===== config.mk =====
export PLATFORM = sky130hd
export DESIGN_NAME = memcfg_regbank
export DESIGN_NICKNAME = d
export VERILOG_FILES = /design/src/rtl/memcfg_pkg.sv /design/src/rtl/memcfg_ctrl.sv /design/src/rtl/memcfg_regs.sv /design/src/rtl/memcfg_regbank.sv
export SDC_FILE = /design/constraint.sdc
export NUM_CORES = 2
export LEC_CHECK = 0
export BUFFER_PORTS_ARGS = -buffer_cell sky130_fd_sc_hd__buf_4
export CAP_MARGIN = 40
export CELL_PAD_IN_SITES_DETAIL_PLACEMENT = 1
export CELL_PAD_IN_SITES_GLOBAL_PLACEMENT = 2
export CORE_MARGIN = 5
export CORE_UTILIZATION = 48
export DETAILED_ROUTE_END_ITERATION = 8
export GPL_ROUTABILITY_DRIVEN = 0
export PLACE_DENSITY = 0.81
export REMOVE_ABC_BUFFERS = 1
export SYNTH_ARGS = -nofsm -noshare
export SYNTH_HDL_FRONTEND = slang
export SYNTH_SLANG_ARGS = --single-unit

===== constraint.sdc =====
create_clock -name clk -period 2.9 [get_ports clk]
set_input_delay 0.29 -clock clk [delete_from_list [all_inputs] [get_ports clk]]
set_output_delay 0.29 -clock clk [all_outputs]
set_load 0.005 [all_outputs]

===== src/rtl/memcfg_pkg.sv =====
package memcfg_pkg;

  parameter int ADDR_W    = 12;
  parameter int DATA_W    = 32;
  parameter int NUM_WORDS = 64;
  parameter int IDX_W     = $clog2(NUM_WORDS);
  parameter int FULL_IDX_W = ADDR_W - 2;
  parameter int KEY_IDX   = 0;
  parameter int CFG_IDX   = 1;
  parameter logic [DATA_W-1:0] UNLOCK_WORD = 32'hFC60_0309;

  typedef struct packed {
    logic             wrEn;
    logic [IDX_W-1:0] wrIdx;
    logic             rdEn;
    logic             rdHit;
    logic [IDX_W-1:0] rdIdx;
  } ctrl_strb_t;

  function automatic logic [1:0] sizeCode(int rev, int ramMb);
    logic [1:0] code;
    if (rev == 0) begin
      case (ramMb)
        64:      code = 2'd0;
        128:     code = 2'd1;
        256:     code = 2'd2;
        512:     code = 2'd3;
        default: code = 2'd2;
      endcase
    end else begin
      case (ramMb)
        128:     code = 2'd0;
        256:     code = 2'd1;
        512:     code = 2'd2;
        1024:    code = 2'd3;
        default: code = 2'd2;
      endcase
    end
    return code;
  endfunction

  function automatic logic [DATA_W-1:0] cfgReset(int rev, int ramMb);
    logic [DATA_W-1:0] base;
    base = (rev == 0) ? 32'h0000_0040 : 32'h1000_000C;
    return base | {30'd0, sizeCode(rev, ramMb)};
  endfunction

  function automatic logic [DATA_W-1:0] roMask(int rev);
    return (rev == 0) ? 32'hFFFF_F84C : 32'hF00F_C04C;
  endfunction

endpackage


===== src/rtl/memcfg_ctrl.sv =====
module memcfg_ctrl
  import memcfg_pkg::*;
(
  input  logic              clk,
  input  logic              rstN,
  input  logic              reqValid,
  input  logic              reqWrite,
  input  logic [ADDR_W-1:0] reqAddr,
  input  logic [DATA_W-1:0] keyWord,
  output ctrl_strb_t        strb,
  output logic              rspValid
);

  logic [FULL_IDX_W-1:0] fullIdx;
  logic                  inRange;
  logic                  unlocked;
  logic                  isKey;
  logic                  unusedLowBits;

  assign fullIdx       = reqAddr[ADDR_W-1:2];
  assign unusedLowBits = ^reqAddr[1:0];
  assign inRange       = (fullIdx < FULL_IDX_W'(NUM_WORDS));
  assign unlocked      = (keyWord == UNLOCK_WORD);
  assign isKey         = (fullIdx == FULL_IDX_W'(KEY_IDX));

  always_comb begin
    strb.wrEn  = reqValid && reqWrite && inRange && (isKey || unlocked);
    strb.wrIdx = fullIdx[IDX_W-1:0];
    strb.rdEn  = reqValid && !reqWrite;
    strb.rdHit = inRange;
    strb.rdIdx = fullIdx[IDX_W-1:0];
  end

  always_ff @(posedge clk or negedge rstN) begin
    if (!rstN) rspValid <= 1'b0;
    else       rspValid <= strb.rdEn;
  end

endmodule


===== src/rtl/memcfg_regs.sv =====
module memcfg_regs
  import memcfg_pkg::*;
#(
  parameter int REV    = 1,
  parameter int RAM_MB = 1024
) (
  input  logic              clk,
  input  logic              rstN,
  input  ctrl_strb_t        strb,
  input  logic [DATA_W-1:0] wdata,
  output logic [DATA_W-1:0] keyWord,
  output logic [DATA_W-1:0] cfgWord,
  output logic [DATA_W-1:0] rdData
);

  localparam logic [DATA_W-1:0] RO_MASK = roMask(REV);
  localparam logic [DATA_W-1:0] CFG_RST = cfgReset(REV, RAM_MB);

  logic [DATA_W-1:0] words [NUM_WORDS];

  for (genvar i = 0; i < NUM_WORDS; i++) begin : g_word
    localparam logic [DATA_W-1:0] RST_VAL = (i == CFG_IDX) ? CFG_RST : '0;
    localparam bit HAS_RO = (i == CFG_IDX);
    logic hit;
    assign hit = strb.wrEn && (strb.wrIdx == IDX_W'(i));
    always_ff @(posedge clk or negedge rstN) begin
      if (!rstN) begin
        words[i] <= RST_VAL;
      end else if (hit) begin
        if (HAS_RO) words[i] <= (words[i] & RO_MASK) | (wdata & ~RO_MASK);
        else        words[i] <= wdata;
      end
    end
  end

  assign keyWord = words[KEY_IDX];
  assign cfgWord = words[CFG_IDX];

  always_ff @(posedge clk or negedge rstN) begin
    if (!rstN) begin
      rdData <= '0;
    end else if (strb.rdEn) begin
      rdData <= strb.rdHit ? words[strb.rdIdx] : '0;
    end
  end

endmodule


===== src/rtl/memcfg_regbank.sv =====
module memcfg_regbank
  import memcfg_pkg::*;
#(
  parameter int REV    = 1,
  parameter int RAM_MB = 1024
) (
  input  logic              clk,
  input  logic              rstN,
  input  logic              reqValid,
  input  logic              reqWrite,
  input  logic [ADDR_W-1:0] reqAddr,
  input  logic [DATA_W-1:0] reqWdata,
  output logic              rspValid,
  output logic [DATA_W-1:0] rspRdata
);

  if (REV > 1 || REV < 0) begin : g_badRev
    $error("memcfg_regbank: unsupported revision selector");
  end

  ctrl_strb_t        strb;
  logic [DATA_W-1:0] keyWord;
  logic [DATA_W-1:0] cfgWord;

  memcfg_ctrl u_ctrl (
    .clk      (clk),
    .rstN     (rstN),
    .reqValid (reqValid),
    .reqWrite (reqWrite),
    .reqAddr  (reqAddr),
    .keyWord  (keyWord),
    .strb     (strb),
    .rspValid (rspValid)
  );

  memcfg_regs #(.REV(REV), .RAM_MB(RAM_MB)) u_regs (
    .clk     (clk),
    .rstN    (rstN),
    .strb    (strb),
    .wdata   (reqWdata),
    .keyWord (keyWord),
    .cfgWord (cfgWord),
    .rdData  (rspRdata)
  );

endmodule


Yosys cells after proc, flatten, opt, wreduce, memory -nomap -nowiden --
Index checks and enable logic that the tools add are counted. Widths: inputs -> output; s select.
Storage, ports and cells: register bits after elaboration 2081, word-level logic and storage cells 210, input port bits 48
Operators by class: magnitude comparators 2, equality and inequality tests 64, reductions and logical operators 72, mux-type cells 4, bitwise gates (word level) 2
Operator list (number):
- $bmux 32 s6 | 1
- $eq 6x6->1 const B | 32
- $eq 6x5->1 const B | 16
- $mux 32 | 3
- $logic_and 1x1->1 | 68
- $eq 6x4->1 const B | 8
- $eq 32x32->1 const B | 1
- $or 32x28->32 | 1
- $eq 6x3->1 const B | 4
- $eq 6x2->1 const B | 2
- $logic_not 10->1 | 1
- $lt 10x7->1 const B | 1
- $ge 7x7->1 const B | 1
- $not 6->7 | 1
- $eq 6x1->1 const B | 1
- $logic_not 6->1 | 1
- $logic_not 1->1 | 1
- $logic_or 1x1->1 | 1

Longest topological paths before layout --
depth in word-level cells 5, gate-level depth with buffers 10

Modules after synthesis --
Synthesis repeated with hierarchy kept, for this count alone.
Second synthesis, totals: cells, all modules 6260, area, all modules 94395.5 sq um
Modules (own cells, without submodules):
- memcfg_regs | area each 94154.1 sq um, seq. area each 51727.1 sq um, instances 1, cells an instance 6228
- memcfg_ctrl | area each 241.5 sq um, seq. area each 25.0 sq um, instances 1, cells an instance 32

Worst setup path after synthesis --
Ideal clock, no wire load.
path type input port to flip-flop, from input port reqAddr[2], to register u_regs.rdData[10], path buffers 3, slack 0.298 ns, library setup time 0.138 ns, data arrival time 2.464 ns, required time 2.762 ns, cell stages on the path 7, cells stage by stage buf_2 > buf_2 > buf_1 > mux4_2 > mux4_2 > a22oi_1 > o211ai_1
Between the ends: cells in the longest elaborated chain, start to end 5
Ends and longest elaborated chain:
- start, declared | line memcfg_regbank.sv:11 | input logic [ADDR_W-1:0] reqAddr,
- $not 6->7 (implied by the code) | line memcfg_regs.sv:43 | rdData <= strb.rdHit ? words[strb.rdIdx] : '0;
- $bmux 32 s6 | line memcfg_regs.sv:43
- $mux 32 (implied by the code) (2 in a row) | line memcfg_regs.sv:43
- $mux 32 (*) | line memcfg_regs.sv:43
- end signal, assigned | line memcfg_regs.sv:43
- end, declared | line memcfg_regs.sv:13 | output logic [DATA_W-1:0] rdData
Mark *: on every way between the ends. The rest lies on a longest branch, timed or not. The select of a mux whose other input is x is not followed. A chain may end at the register's enable or synchronous reset.

Worst setup path after layout --
from register u_regs.words (netlist bit u_regs.keyWord[10]), to register u_regs.words[35] in the netlist's numbering
Between the ends: cells in the longest elaborated chain, start to end 4
Ends and longest elaborated chain:
- start, declared | line memcfg_regs.sv:19 | logic [DATA_W-1:0] words [NUM_WORDS];
- start signal, assigned by index | line memcfg_regs.sv:30 | if (HAS_RO) words[i] <= (words[i] & RO_MASK) | (wdata & ~RO_MASK);
- start signal, assigned by index | line memcfg_regs.sv:31 | else words[i] <= wdata;
- $eq 32x32->1 | line memcfg_ctrl.sv:23 | assign unlocked = (keyWord == UNLOCK_WORD);
- $logic_or 1x1->1 | line memcfg_ctrl.sv:27 | strb.wrEn = reqValid && reqWrite && inRange && (isKey || unlocked);
- $logic_and 1x1->1 | line memcfg_ctrl.sv:27
- $logic_and 1x1->1 | line memcfg_regs.sv:25 | assign hit = strb.wrEn && (strb.wrIdx == IDX_W'(i));
Every way passes these cells.

==> results.txt <==
----------------------------------------------------
[Global route]
  Largest net degree at the start of global routing ... 117
  Wire length of the first global-routing pass ... slightly above 400,000 um
  Number of global-route vias before repair ... 60,600
  Global route overflow ... 0
  Initial antenna violation count ... 5
  Tot GR Track Use ... 26.5%

[Status]
  Status ... finished clean

[Clocking]
  Worst-case clock buffer depth ... 3
  Clock-pin transition on the worst setup and hold timing paths ... approximately 70 ps
  Depth of the CTS H-tree ... 4
  Number of buffers added by the clock tree synthesis step ... 214
  TritonCTS clock tree ... built
  Clock root cell ... clkbuf_16
  Clock network latency to the later pin of the worst-skew pair ... 840 ps
  Clock sink count ... 2,068

[Worst setup path]
  Kind of capture point of the worst setup path ... flip-flop
  Data required time of the worst path ... 3590 ps
  Logic depth of the worst register-to-register path ... 11
  Type of origin of the critical path ... flip-flop
  Data arrival time of the critical path ... 3540 ps
  Crit-path max FO ... 14
  Kind of critical path ... reg2reg

[Timing]
  Max-slew violation total from the final report ... 0
  Worst rel slew slack ... 44.8%
  Count of final hold-check violations ... 0
  Final Skew ... 36.2 ps
  F_max ... 0.352 GHz
  Number of failing setup endpoints in the final timing report ... 0
  Period minus WS final ... between 2000 and 3000 ps
  Hold slack final ... 72.7 ps
  Slack of the critical path ... approximately 56 ps
  Worst Max-Slew Pin Slew ... around 830 ps
  Crit share post-route ... 98.1%

[Synth]
  Count of distinct cell types in the synthesized netlist ... 57
  Yosys warning count ... 0
  Fraction of synthesized cell area taken by the top area cell type ... 55.2%
  Proportion of synthesized flip-flops having asynchronous set or reset ... 100%
  Post-synth EDFFs ... 0
  Post-Synthesis Mean Instance Area ... 15.7 um^2
  Cells after Synth ... 5,948
  Main synth FF type ... dfrtp_1
  Sequential share of the synthesized area ... between 50% and 60%
  Number of synthesized register bits ... 2,068
  Most used standard cells in the synthesized netlist ... dfrtp_1, mux2_2, mux4_2
  Library cell with the highest instance count after synthesis ... dfrtp_1
  Summed instance area of the synthesized netlist ... around 0.094 mm^2
  Top area cells in the synthesized netlist ... dfrtp_1, mux2_2, mux4_2
  Most area-hungry cell type in the Yosys netlist ... dfrtp_1

[Die]
  Die H ... 452 um
  Area of the core ... 0.194 mm^2
  Die width ... 452 um
  Num rows ... 162
  Number of top-level pins ... 81
  Area of the die ... just over 0.2 mm^2
  Effective utilization at floorplan ... around half

[Pwr]
  Max IR drop VDD ... 561 uV
  Net switching power figure ... 13.8 mW
  Internal power ... ~46 mW
  Combinational power share ... 4.5%
  Total power divided by cell area ... 557 mW/mm^2
  Overall power after layout ... ~60 mW
  Switching share of power ... a little under a quarter
  P_leak ... 53.0 nW
  Part of the total power dissipated in sequential elements ... ~48%
  Clock power share ... 47.3%

[Drt]
  Residual DRC count ... 0
  Detailed-routed wire length on met3 ... 11,000 um
  Uppermost layer routed ... met5
  Avg Vias per Cell ... 6.18
  Final antenna-violating net count ... 0
  Routed met2 length ... roughly 130,000 um
  Routed via count ... 54,200
  Initial DRC count ... about 3,500
  Met1 WL ... 117,000 um
  Detailed-routing iteration count for the pre-antenna-repair pass ... 6
  Routed len/inst ... 30.6 um
  Total Routed Length ... 268,000 um

[Min path]
  Class of the most critical hold timing path ... in2async

[Run]
  Total of max-cap violations ... 0

[Placed design]
  Placed Instance Area ... between 0.1 and 0.15 mm^2
  Port Buffers ... 78
  Total half-perimeter wirelength after legalization and detailed placement ... ~170,000 um
  Dpl ws ... -43.5 ps

[Final layout]
  Final layout net count ... 6,090
  Filler Cell Count ... 17,500
  Proportion of layout cells with a drive suffix above 1 ... 52.5%
  Layout Utilization ... 55.3%
  Finished Cell Area ... 0.108 mm^2
  Signed area change from the synthesized netlist to the final layout ... 14.9%

----------------------------------------------------
-- critical path, stage by stage, from the launching register on --
cell and delay, ps:
dfrtp_2 460, nor4bb_4 320, buf_4 190, nand4_1 130
buf_6 190, o31ai_4 200, buf_12 180, buf_4 150
nand4_1 110, buf_6 200, clkbuf_16 220, mux2_1 330
-- kinds of logic (layout without fill, tap and decap cells) --
family | after synthesis | after routing | synth area share [%]
multiplexers | 2703 | 2703 | 38.5
AND/OR/NAND/NOR | 297 | 297 | 1.61
flip-flops | 2068 | 2068 | 55.3
AO/OA/AOI/OAI | 261 | 261 | 1.95
other | 0 | 1 | 0
buffers and inverters | 619 | 893 | 2.69
-- power groups by stage --
| stage | Clock, mW | Sequential, mW | Combinational [mW] |
|---|---|---|---|
| global placement | 0 | 29.4 | 2.66 |
| finish | 28.3 | 28.9 | 2.67 |
| detailed placement | 0 | 29.4 | 2.72 |
| floorplan | 0 | 29.4 | 0.507 |
| global route | 30.2 | 28.9 | 2.90 |
| CTS | 28.9 | 28.9 | 2.74 |
-- metrics by stage --
stage	instances	setup TNS, ps
finish	8765	0
global route	8765	-388
CTS	8757	0
detailed placement	8355	-43.5
global placement	8352	-216840
floorplan	5335	-1911830
-- layout by cell type (no fill, tap or decap), types with 10 or more instances in the layout --
cell type  count
buf_12       154
bufinv_16     14
nor2b_1       10
mux2_1       226
o21ai_0       38
mux2_2      1842
clkbuf_8      59
mux2i_1      126
o22ai_1       42
o211ai_1      25
nor2_1        84
buf_4        322
clkbuf_16    218
a22oi_1       35
nand3_2       15
dfrtp_1     2064
nand2_1       63
nand4_1       12
clkbuf_1      50
clkinv_2      41
o22a_1        12
mux4_2       509
a21oi_1       41
a221oi_1      18
nor4_2        10
nor4_1        17
nand2_2       30
-- layer usage --
layer / vias up / global-route usage, %
li1: 22400 / -
met1: 30200 / 36.8
met3: 410 / 3.92
met2: 1164 / 43.2
met5: - / 0
met4: 4 / 8.93
-- what timing repair did --
| item | 4_1_cts | 5_1_grt |
|---|---|---|
| resized for setup | 3 | 11 |
| setup buffers | 3 | 5 |
| pin swaps | 1 | 1 |
| setup endpoints to repair | 364 | 125 |
| endpoints found under the hold margin | 846 | 0 |
| cloned | 0 | 2 |
| hold buffers | 3 | 0 |
-- worst paths after layout --
check	slack (ps)	startpoint	endpoint
min in group clk	90	reqAddr[4]	u_regs.rdData[31]$_DFFE_PN0P_
worst min register to register	480	u_regs.words[1570]$_DFFE_PN0P_	u_regs.words[1570]$_DFFE_PN0P_
worst max-delay path	60	u_regs.keyWord[10]$_DFFE_PN0P_	u_regs.words[35]$_DFFE_PN0P_
worst min-delay path	70	rstN	u_regs.words[1212]$_DFFE_PN0P_
worst max register to register	60	u_regs.keyWord[10]$_DFFE_PN0P_	u_regs.words[35]$_DFFE_PN0P_
max in group asynchronous	1650	rstN	u_regs.words[845]$_DFFE_PN0P_
-- area by class of cell --
class	instances	area (um^2)	area share, %
clock inverters	70	863	0.803
inverters	6	22.5	0.0209
flip-flops and latches	2068	51800	48.1
diodes	1	2.50	0.00233
well taps	2542	3180	2.96
multi-input cells	3261	39600	36.8
clock buffers	326	6430	5.98
repair buffers	491	5710	5.31
-- state kept, by name, indices dropped and copies added, names as in the netlist --
| name | count |
|---|---|
| u_regs.keyWord | 32 |
| u_regs.words | 1984 |
| u_regs.cfgWord | 19 |
| u_regs.rdData | 32 |
| u_ctrl.rspValid | 1 |
No activity file was read; power rests on OpenSTA's default activity.
